File: config.mk
export PLATFORM = sky130hd
export DESIGN_NAME = txni_packetizer
export DESIGN_NICKNAME = d
export VERILOG_FILES = /design/src/rtl/txni_pkg.sv /design/src/rtl/txni_cfg_table.sv /design/src/rtl/txni_net_track.sv /design/src/rtl/txni_refresh_timer.sv /design/src/rtl/txni_slot_pack.sv /design/src/rtl/txni_fifo.sv /design/src/rtl/txni_packetizer.sv
export SDC_FILE = /design/constraint.sdc
export NUM_CORES = 1
export LEC_CHECK = 0
export BUFFER_PORTS_ARGS = -buffer_cell sky130_fd_sc_hd__buf_2
export CORE_MARGIN = 2
export CORE_UTILIZATION = 25
export DETAILED_ROUTE_END_ITERATION = 16
export HOLD_SLACK_MARGIN = 0.05
export MAX_ROUTING_LAYER = met4
export PLACE_DENSITY = 0.4
export SLEW_MARGIN = 10
export SYNTH_ARGS = -nofsm -noshare
export SYNTH_HDL_FRONTEND = slang
export SYNTH_SLANG_ARGS = --single-unit
File: constraint.sdc
create_clock -name clk_i -period 57.2 [get_ports clk_i]
set_clock_uncertainty 0.2 [all_clocks]
set_input_delay 2.86 -clock clk_i [delete_from_list [all_inputs] [get_ports clk_i]]
set_output_delay 2.86 -clock clk_i [all_outputs]
set_load 0.03 [all_outputs]
File: src/rtl/txni_pkg.sv
package txni_pkg;
  localparam int LAYER_W = 3;
  localparam int LAYERS  = 4;
  localparam int ADDR_W  = LAYER_W * LAYERS;
  localparam int PORT_W  = 3;
  localparam int SLOTS   = 7;
  localparam int SLOT_W  = PORT_W + 1;
  localparam int PKT_W   = ADDR_W + SLOTS * SLOT_W;

  localparam logic [PORT_W-1:0] PORT_NONE = '1;

  typedef logic [ADDR_W-1:0] addr_t;
  typedef logic [PORT_W-1:0] port_t;

  typedef struct packed {
    port_t port;
    logic  bit_v;
  } slot_t;

  // slot[SLOTS-1] is slot 0 (most significant after the address)
  typedef struct packed {
    addr_t                addr;
    slot_t [SLOTS-1:0]    slot;
  } pkt_t;

  function automatic slot_t idle_slot();
    slot_t s;
    s.port  = PORT_NONE;
    s.bit_v = 1'b0;
    return s;
  endfunction
endpackage

File: src/rtl/txni_cfg_table.sv
module txni_cfg_table
  import txni_pkg::*;
#(
  parameter int NUM_NETS = 16,
  parameter int IDX_W    = 4
) (
  input  logic             clk_i,
  input  logic             rst_ni,
  input  logic             we_i,
  input  logic [IDX_W-1:0] idx_i,
  input  addr_t            addr_i,
  input  port_t            port_i,
  input  logic             en_i,
  output addr_t            addr_o [NUM_NETS],
  output port_t            port_o [NUM_NETS],
  output logic [NUM_NETS-1:0] live_o
);
  for (genvar g = 0; g < NUM_NETS; g++) begin : g_ent
    addr_t addr_q;
    port_t port_q;
    logic  en_q;

    always_ff @(posedge clk_i or negedge rst_ni) begin
      if (!rst_ni) begin
        addr_q <= '0;
        port_q <= PORT_NONE;
        en_q   <= 1'b0;
      end else if (we_i && idx_i == IDX_W'(g)) begin
        addr_q <= addr_i;
        port_q <= port_i;
        en_q   <= en_i;
      end
    end

    assign addr_o[g] = addr_q;
    assign port_o[g] = port_q;
    assign live_o[g] = en_q && (port_q != PORT_NONE);
  end
endmodule

File: src/rtl/txni_net_track.sv
module txni_net_track #(
  parameter int NUM_NETS = 16
) (
  input  logic                clk_i,
  input  logic                rst_ni,
  input  logic [NUM_NETS-1:0] nets_i,
  input  logic [NUM_NETS-1:0] live_i,
  input  logic                refresh_i,
  input  logic [NUM_NETS-1:0] take_i,
  input  logic                push_i,
  output logic [NUM_NETS-1:0] val_o,
  output logic [NUM_NETS-1:0] need_o
);
  for (genvar g = 0; g < NUM_NETS; g++) begin : g_net
    logic val_q, sent_q, refr_q;
    logic done;

    assign done = push_i && take_i[g];

    always_ff @(posedge clk_i or negedge rst_ni) begin
      if (!rst_ni) begin
        val_q  <= 1'b0;
        sent_q <= 1'b0;
        refr_q <= 1'b0;
      end else begin
        val_q <= nets_i[g];
        if (done) sent_q <= val_q;
        // a fresh expiry wins over a same-cycle send
        if (refresh_i && live_i[g]) refr_q <= 1'b1;
        else if (done)              refr_q <= 1'b0;
      end
    end

    assign val_o[g]  = val_q;
    assign need_o[g] = live_i[g] && ((val_q ^ sent_q) || refr_q);
  end
endmodule

File: src/rtl/txni_refresh_timer.sv
module txni_refresh_timer #(
  parameter int REF_W = 16
) (
  input  logic             clk_i,
  input  logic             rst_ni,
  input  logic [REF_W-1:0] period_i,
  output logic             expire_o
);
  logic [REF_W-1:0] cnt_q;

  assign expire_o = (period_i != '0) && (cnt_q >= period_i - REF_W'(1));

  always_ff @(posedge clk_i or negedge rst_ni) begin
    if (!rst_ni)                cnt_q <= '0;
    else if (period_i == '0)    cnt_q <= '0;
    else if (expire_o)          cnt_q <= '0;
    else                        cnt_q <= cnt_q + REF_W'(1);
  end
endmodule

File: src/rtl/txni_slot_pack.sv
module txni_slot_pack
  import txni_pkg::*;
#(
  parameter int NUM_NETS = 16
) (
  input  logic [NUM_NETS-1:0] need_i,
  input  logic [NUM_NETS-1:0] val_i,
  input  addr_t               addr_i [NUM_NETS],
  input  port_t               port_i [NUM_NETS],
  output logic                any_o,
  output pkt_t                pkt_o,
  output logic [NUM_NETS-1:0] take_o
);
  addr_t lead_addr;

  assign any_o = |need_i;

  // leader: lowest-index pending net picks the destination
  always_comb begin
    logic found;
    found     = 1'b0;
    lead_addr = '0;
    for (int i = 0; i < NUM_NETS; i++) begin
      if (need_i[i] && !found) begin
        lead_addr = addr_i[i];
        found     = 1'b1;
      end
    end
  end

  always_comb begin
    int n;
    n          = 0;
    take_o     = '0;
    pkt_o.addr = lead_addr;
    for (int k = 0; k < SLOTS; k++) pkt_o.slot[k] = idle_slot();
    for (int i = 0; i < NUM_NETS; i++) begin
      if (need_i[i] && addr_i[i] == lead_addr && n < SLOTS) begin
        pkt_o.slot[SLOTS-1-n].port  = port_i[i];
        pkt_o.slot[SLOTS-1-n].bit_v = val_i[i];
        take_o[i] = 1'b1;
        n = n + 1;
      end
    end
  end
endmodule

File: src/rtl/txni_fifo.sv
module txni_fifo #(
  parameter int W     = 40,
  parameter int DEPTH = 4,
  parameter int AW    = $clog2(DEPTH),
  parameter int CW    = $clog2(DEPTH + 1)
) (
  input  logic         clk_i,
  input  logic         rst_ni,
  input  logic         push_i,
  input  logic [W-1:0] data_i,
  output logic         full_o,
  output logic         valid_o,
  input  logic         ready_i,
  output logic [W-1:0] data_o
);
  logic [W-1:0]  mem [DEPTH];
  logic [AW-1:0] wr_q, rd_q;
  logic [CW-1:0] cnt_q;
  logic          wr_en, rd_en;

  assign full_o  = (cnt_q == CW'(DEPTH));
  assign valid_o = (cnt_q != '0);
  assign data_o  = mem[rd_q];
  assign wr_en   = push_i && !full_o;
  assign rd_en   = valid_o && ready_i;

  always_ff @(posedge clk_i) begin
    if (wr_en) mem[wr_q] <= data_i;
  end

  always_ff @(posedge clk_i or negedge rst_ni) begin
    if (!rst_ni) begin
      wr_q  <= '0;
      rd_q  <= '0;
      cnt_q <= '0;
    end else begin
      if (wr_en) wr_q <= (wr_q == AW'(DEPTH - 1)) ? '0 : wr_q + AW'(1);
      if (rd_en) rd_q <= (rd_q == AW'(DEPTH - 1)) ? '0 : rd_q + AW'(1);
      cnt_q <= cnt_q + CW'(wr_en) - CW'(rd_en);
    end
  end
endmodule

File: src/rtl/txni_packetizer.sv
module txni_packetizer
  import txni_pkg::*;
#(
  parameter int NUM_NETS   = 16,
  parameter int FIFO_DEPTH = 4,
  parameter int REF_W      = 16,
  parameter int IDX_W      = (NUM_NETS > 1) ? $clog2(NUM_NETS) : 1
) (
  input  logic                clk_i,
  input  logic                rst_ni,
  input  logic                cfg_we_i,
  input  logic [IDX_W-1:0]    cfg_idx_i,
  input  logic [ADDR_W-1:0]   cfg_addr_i,
  input  logic [PORT_W-1:0]   cfg_port_i,
  input  logic                cfg_en_i,
  input  logic [REF_W-1:0]    refresh_period_i,
  input  logic [NUM_NETS-1:0] nets_i,
  output logic                pkt_valid_o,
  input  logic                pkt_ready_i,
  output logic [PKT_W-1:0]    pkt_data_o
);
  addr_t               net_addr [NUM_NETS];
  port_t               net_port [NUM_NETS];
  logic [NUM_NETS-1:0] live, val, need, take;
  logic                refresh, any, full, push;
  pkt_t                pkt;

  txni_cfg_table #(.NUM_NETS(NUM_NETS), .IDX_W(IDX_W)) u_cfg (
    .clk_i, .rst_ni,
    .we_i(cfg_we_i), .idx_i(cfg_idx_i), .addr_i(cfg_addr_i),
    .port_i(cfg_port_i), .en_i(cfg_en_i),
    .addr_o(net_addr), .port_o(net_port), .live_o(live)
  );

  txni_refresh_timer #(.REF_W(REF_W)) u_tmr (
    .clk_i, .rst_ni, .period_i(refresh_period_i), .expire_o(refresh)
  );

  txni_net_track #(.NUM_NETS(NUM_NETS)) u_trk (
    .clk_i, .rst_ni, .nets_i, .live_i(live), .refresh_i(refresh),
    .take_i(take), .push_i(push), .val_o(val), .need_o(need)
  );

  txni_slot_pack #(.NUM_NETS(NUM_NETS)) u_pack (
    .need_i(need), .val_i(val), .addr_i(net_addr), .port_i(net_port),
    .any_o(any), .pkt_o(pkt), .take_o(take)
  );

  assign push = any && !full;

  txni_fifo #(.W(PKT_W), .DEPTH(FIFO_DEPTH)) u_fifo (
    .clk_i, .rst_ni, .push_i(push), .data_i(pkt), .full_o(full),
    .valid_o(pkt_valid_o), .ready_i(pkt_ready_i), .data_o(pkt_data_o)
  );
endmodule

==> flow_summary.yaml <==
clock_network:
  h-tree-depth: 2
  holdBufCountCts: 0
  numCtsBuffers: 58
  cts-resized-gates: 0
  clock_latency_ps: 680
  cts_buffer_depth: 3
  cts.sinks: 487
  cts_root_buffer: "clkbuf_16"
  post_cts_buffers: 0
  path_clk_slew_ps: 60
  cts_tree: "built"
logic_synthesis:
  yosysSeqAreaShare_pct: 40.0
  synth_ff_type: "dfrtp_1"
  synth_top_family_by_area: "multiplexers"
  synth-simple-area-share_pct: 15.1
  async_flop_share_pct: 67.1
  syn_area_um2: 32600
  synthCells: 3107
  synthXorXnorAreaFrac_pct: 5.98
  synthTopCellsByArea: "dfrtp_1, edfxtp_1, mux2_2"
  yosysTopAreaCell: "dfrtp_1"
  synth_top_area_share_pct: 21.4
  synthMuxAreaShare_pct: 19.6
  synth_edf_count: 160
  synth_seq_cells: 487
  syn_avg_cell_area_um2: 10.5
  yosys.area_share.adder_pct: 2.32
  yosys_warnings: 0
  synthDistinctLibCells: 131
  synth-compound-area-share_pct: 13.6
worst_setup_path:
  reg2reg_from: "u_cfg.g_ent[4].port_q[2]"
  path_buf_inv: 8
  crit_type: "reg2reg"
  crit_start: "u_cfg.g_ent[4].port_q[2]"
  rrSetupSlack_ps: 30950
  crit_fanout: 16
  startpoint_type: "register"
  end_kind: "register"
  cpMostUsedCell: "ha_1"
  cp_top_family: "simple AND/OR/NAND/NOR gates"
  crit_slowest_cell: "a311oi_1"
  timing.critical_path.required_ps: 57390
  arrival_ps: 26440
  slowest_delay_ps: 940
  r2r_end: "u_fifo.mem[0][13]"
  r2r_cells: 92
placed_design:
  gp_congestion: 0.940
  detailed_place_hpwl_um: 95200
  dpl_worst_slack_ps: 31370
  io_buffer_count: 96
finish:
  final_common_cell: "mux2_2"
  final_cell_mix: "mux2_2, dfrtp_1, nand2_1"
  drive_gt1_share_pct: 26.6
  syn_to_final_growth_pct: 13.6
  nNetsFinal: 3284
pwr:
  p_total_uw: 1690
  power.density_nw_per_um2: 45.7
  ir_drop_mv: 0.0254
  leakage_uw: 0.0139
drt:
  routedWlPerCell_um: 25.8
  route.detailed.drc: 0
  vias_per_cell: 5.23
  dr.pass1.iters: 5
  via_count: 25955
  drt_iter0_drc: 2176
  routed_wl_um: 128000
  drtAntennaViolNets: 0
flow_run:
  cap_viol_max_count: 0
global_route:
  globalRouteMet3Util_pct: 2.23
  grt_pass1_vias: 25809
  grt_pass1_wl_um: 185000
  grt.total_usage_pct: 19.4
  use_met2_pct: 30.6
  grt_use_met1_pct: 26.1
  antenna_found_initial: 3
  overflow: 0
  top_usage_layer: "met2"
  grt_max_degree: 90
sta:
  period_share_pct: 45.9
  rsz0062_at_grt: "no"
  finalSetupTns_ps: 0
  finalHoldViolCount: 0
  setup_ws_ps: 30950
  slew_headroom_pct: 19.2
  clock.fmax_mhz: 38.1
  slew_violations: 0
  setup-violations-final: 0
  max_slew.worst_pin.slew_ps: 1210
  period_minus_slack_ps: 26250
floorplanning:
  io_pins: 97
  die-area_um2: 133000
  fp.coreArea_um2: 129000
  die_w_um: 365
  initial_core_util_pct: 25.2
  num_rows: 132
  die_y_um: 365
status:
  status: "finished clean"
min_path:
  hold_class: "reg2reg"
  hold_depth: 2
  min_from: "u_trk.g_net[15].refr_q"
  holdPathEnd: "u_trk.g_net[15].refr_q"
## flip-flops by register name, summed over array words and instances, names as in the netlist, 3 cells and up
signal / flops
u_tmr.cnt_q: 16
u_fifo.cnt_q: 3
u_cfg.g_ent.port_q: 48
u_fifo.mem: 160
u_trk.g_net.val_q: 16
u_cfg.g_ent.addr_q: 192
u_trk.g_net.refr_q: 16
u_cfg.g_ent.en_q: 16
u_trk.g_net.sent_q: 16
## layout make-up
cell class              count  area [um2]
diodes                      1        2.50
clock buffers              70        1580
clock inverters            38         358
fillers                 13720       92500
inverters                  84         317
multi-input cells        2378       18600
flip-flops and latches    487       13100
well taps                1742        2180
repair buffers            160         971
## synth_stat cells, types with 90 or more instances
cell        n
a21oi_1   128
clkbuf_1   90
dfrtp_1   279
edfxtp_1  160
mux2_2    377
mux2i_1   110
nand2_1   233
nand3_1    97
nor2_1    216
o21ai_0   126
xnor2_1    99
xor2_1    106
## how the worst max path moves through the flow
| stage | end | slack, ps | cells past startpoint |
|---|---|---|---|
| after floorplan | u_fifo.mem[0][13] | 34890 | 97 |
| after global placement | u_fifo.mem[0][13] | 32000 | 94 |
| after detailed placement | u_fifo.mem[0][13] | 31370 | 94 |
| after CTS | u_fifo.mem[0][13] | 31280 | 94 |
| after global routing | u_fifo.mem[1][15] | 29090 | 92 |
| final | u_fifo.mem[0][13] | 30950 | 92 |
## report_power, final
part           internal (uW)  switching, uW
Combinational            256            490
Sequential               472           93.0
Clock                    219            163
Total                    947            745
## kinds of logic after synthesis
kind of cell,after synthesis
AOI/OAI and AO/OA,613
xor gates and xnor gates,213
adders and majority gates,60
buffers and inverters,254
DFF,487
muxes,537
other,1
and+or+nand+nor,942
## per-stage QoR
step	util [%]	instances	area [um2]	hold slack, ps
2_1_floorplan	-	3119	32600	250
3_3_place_gp	27.1	4851	35100	276
3_5_place_dp	27.1	4851	35100	282
4_1_cts	28.6	4959	37000	297
5_1_grt	28.6	4959	37000	327
6_report	28.6	4960	37000	290
## per-layer routing
| metal | wire, um | up-vias | share of wire [%] |
|---|---|---|---|
| met5 | 0 | - | 0 |
| met3 | 5550 | 189 | 4.3 |
| li1 | - | 11791 | - |
| met1 | 58900 | 13243 | 46 |
| met4 | 4130 | 0 | 3.2 |
| met2 | 59200 | 732 | 46 |
## worst register-to-register path: cells and delay by family (launching register included)
family,cells,cell delay [ps]
flops,1,620
fa+ha+maj,16,4490
xor+xnor,3,710
buf+inv,8,1200
simple gates,34,8890
compound gates,25,7590
mux,6,2270
Note: power is estimated with default switching activity, not from simulation.
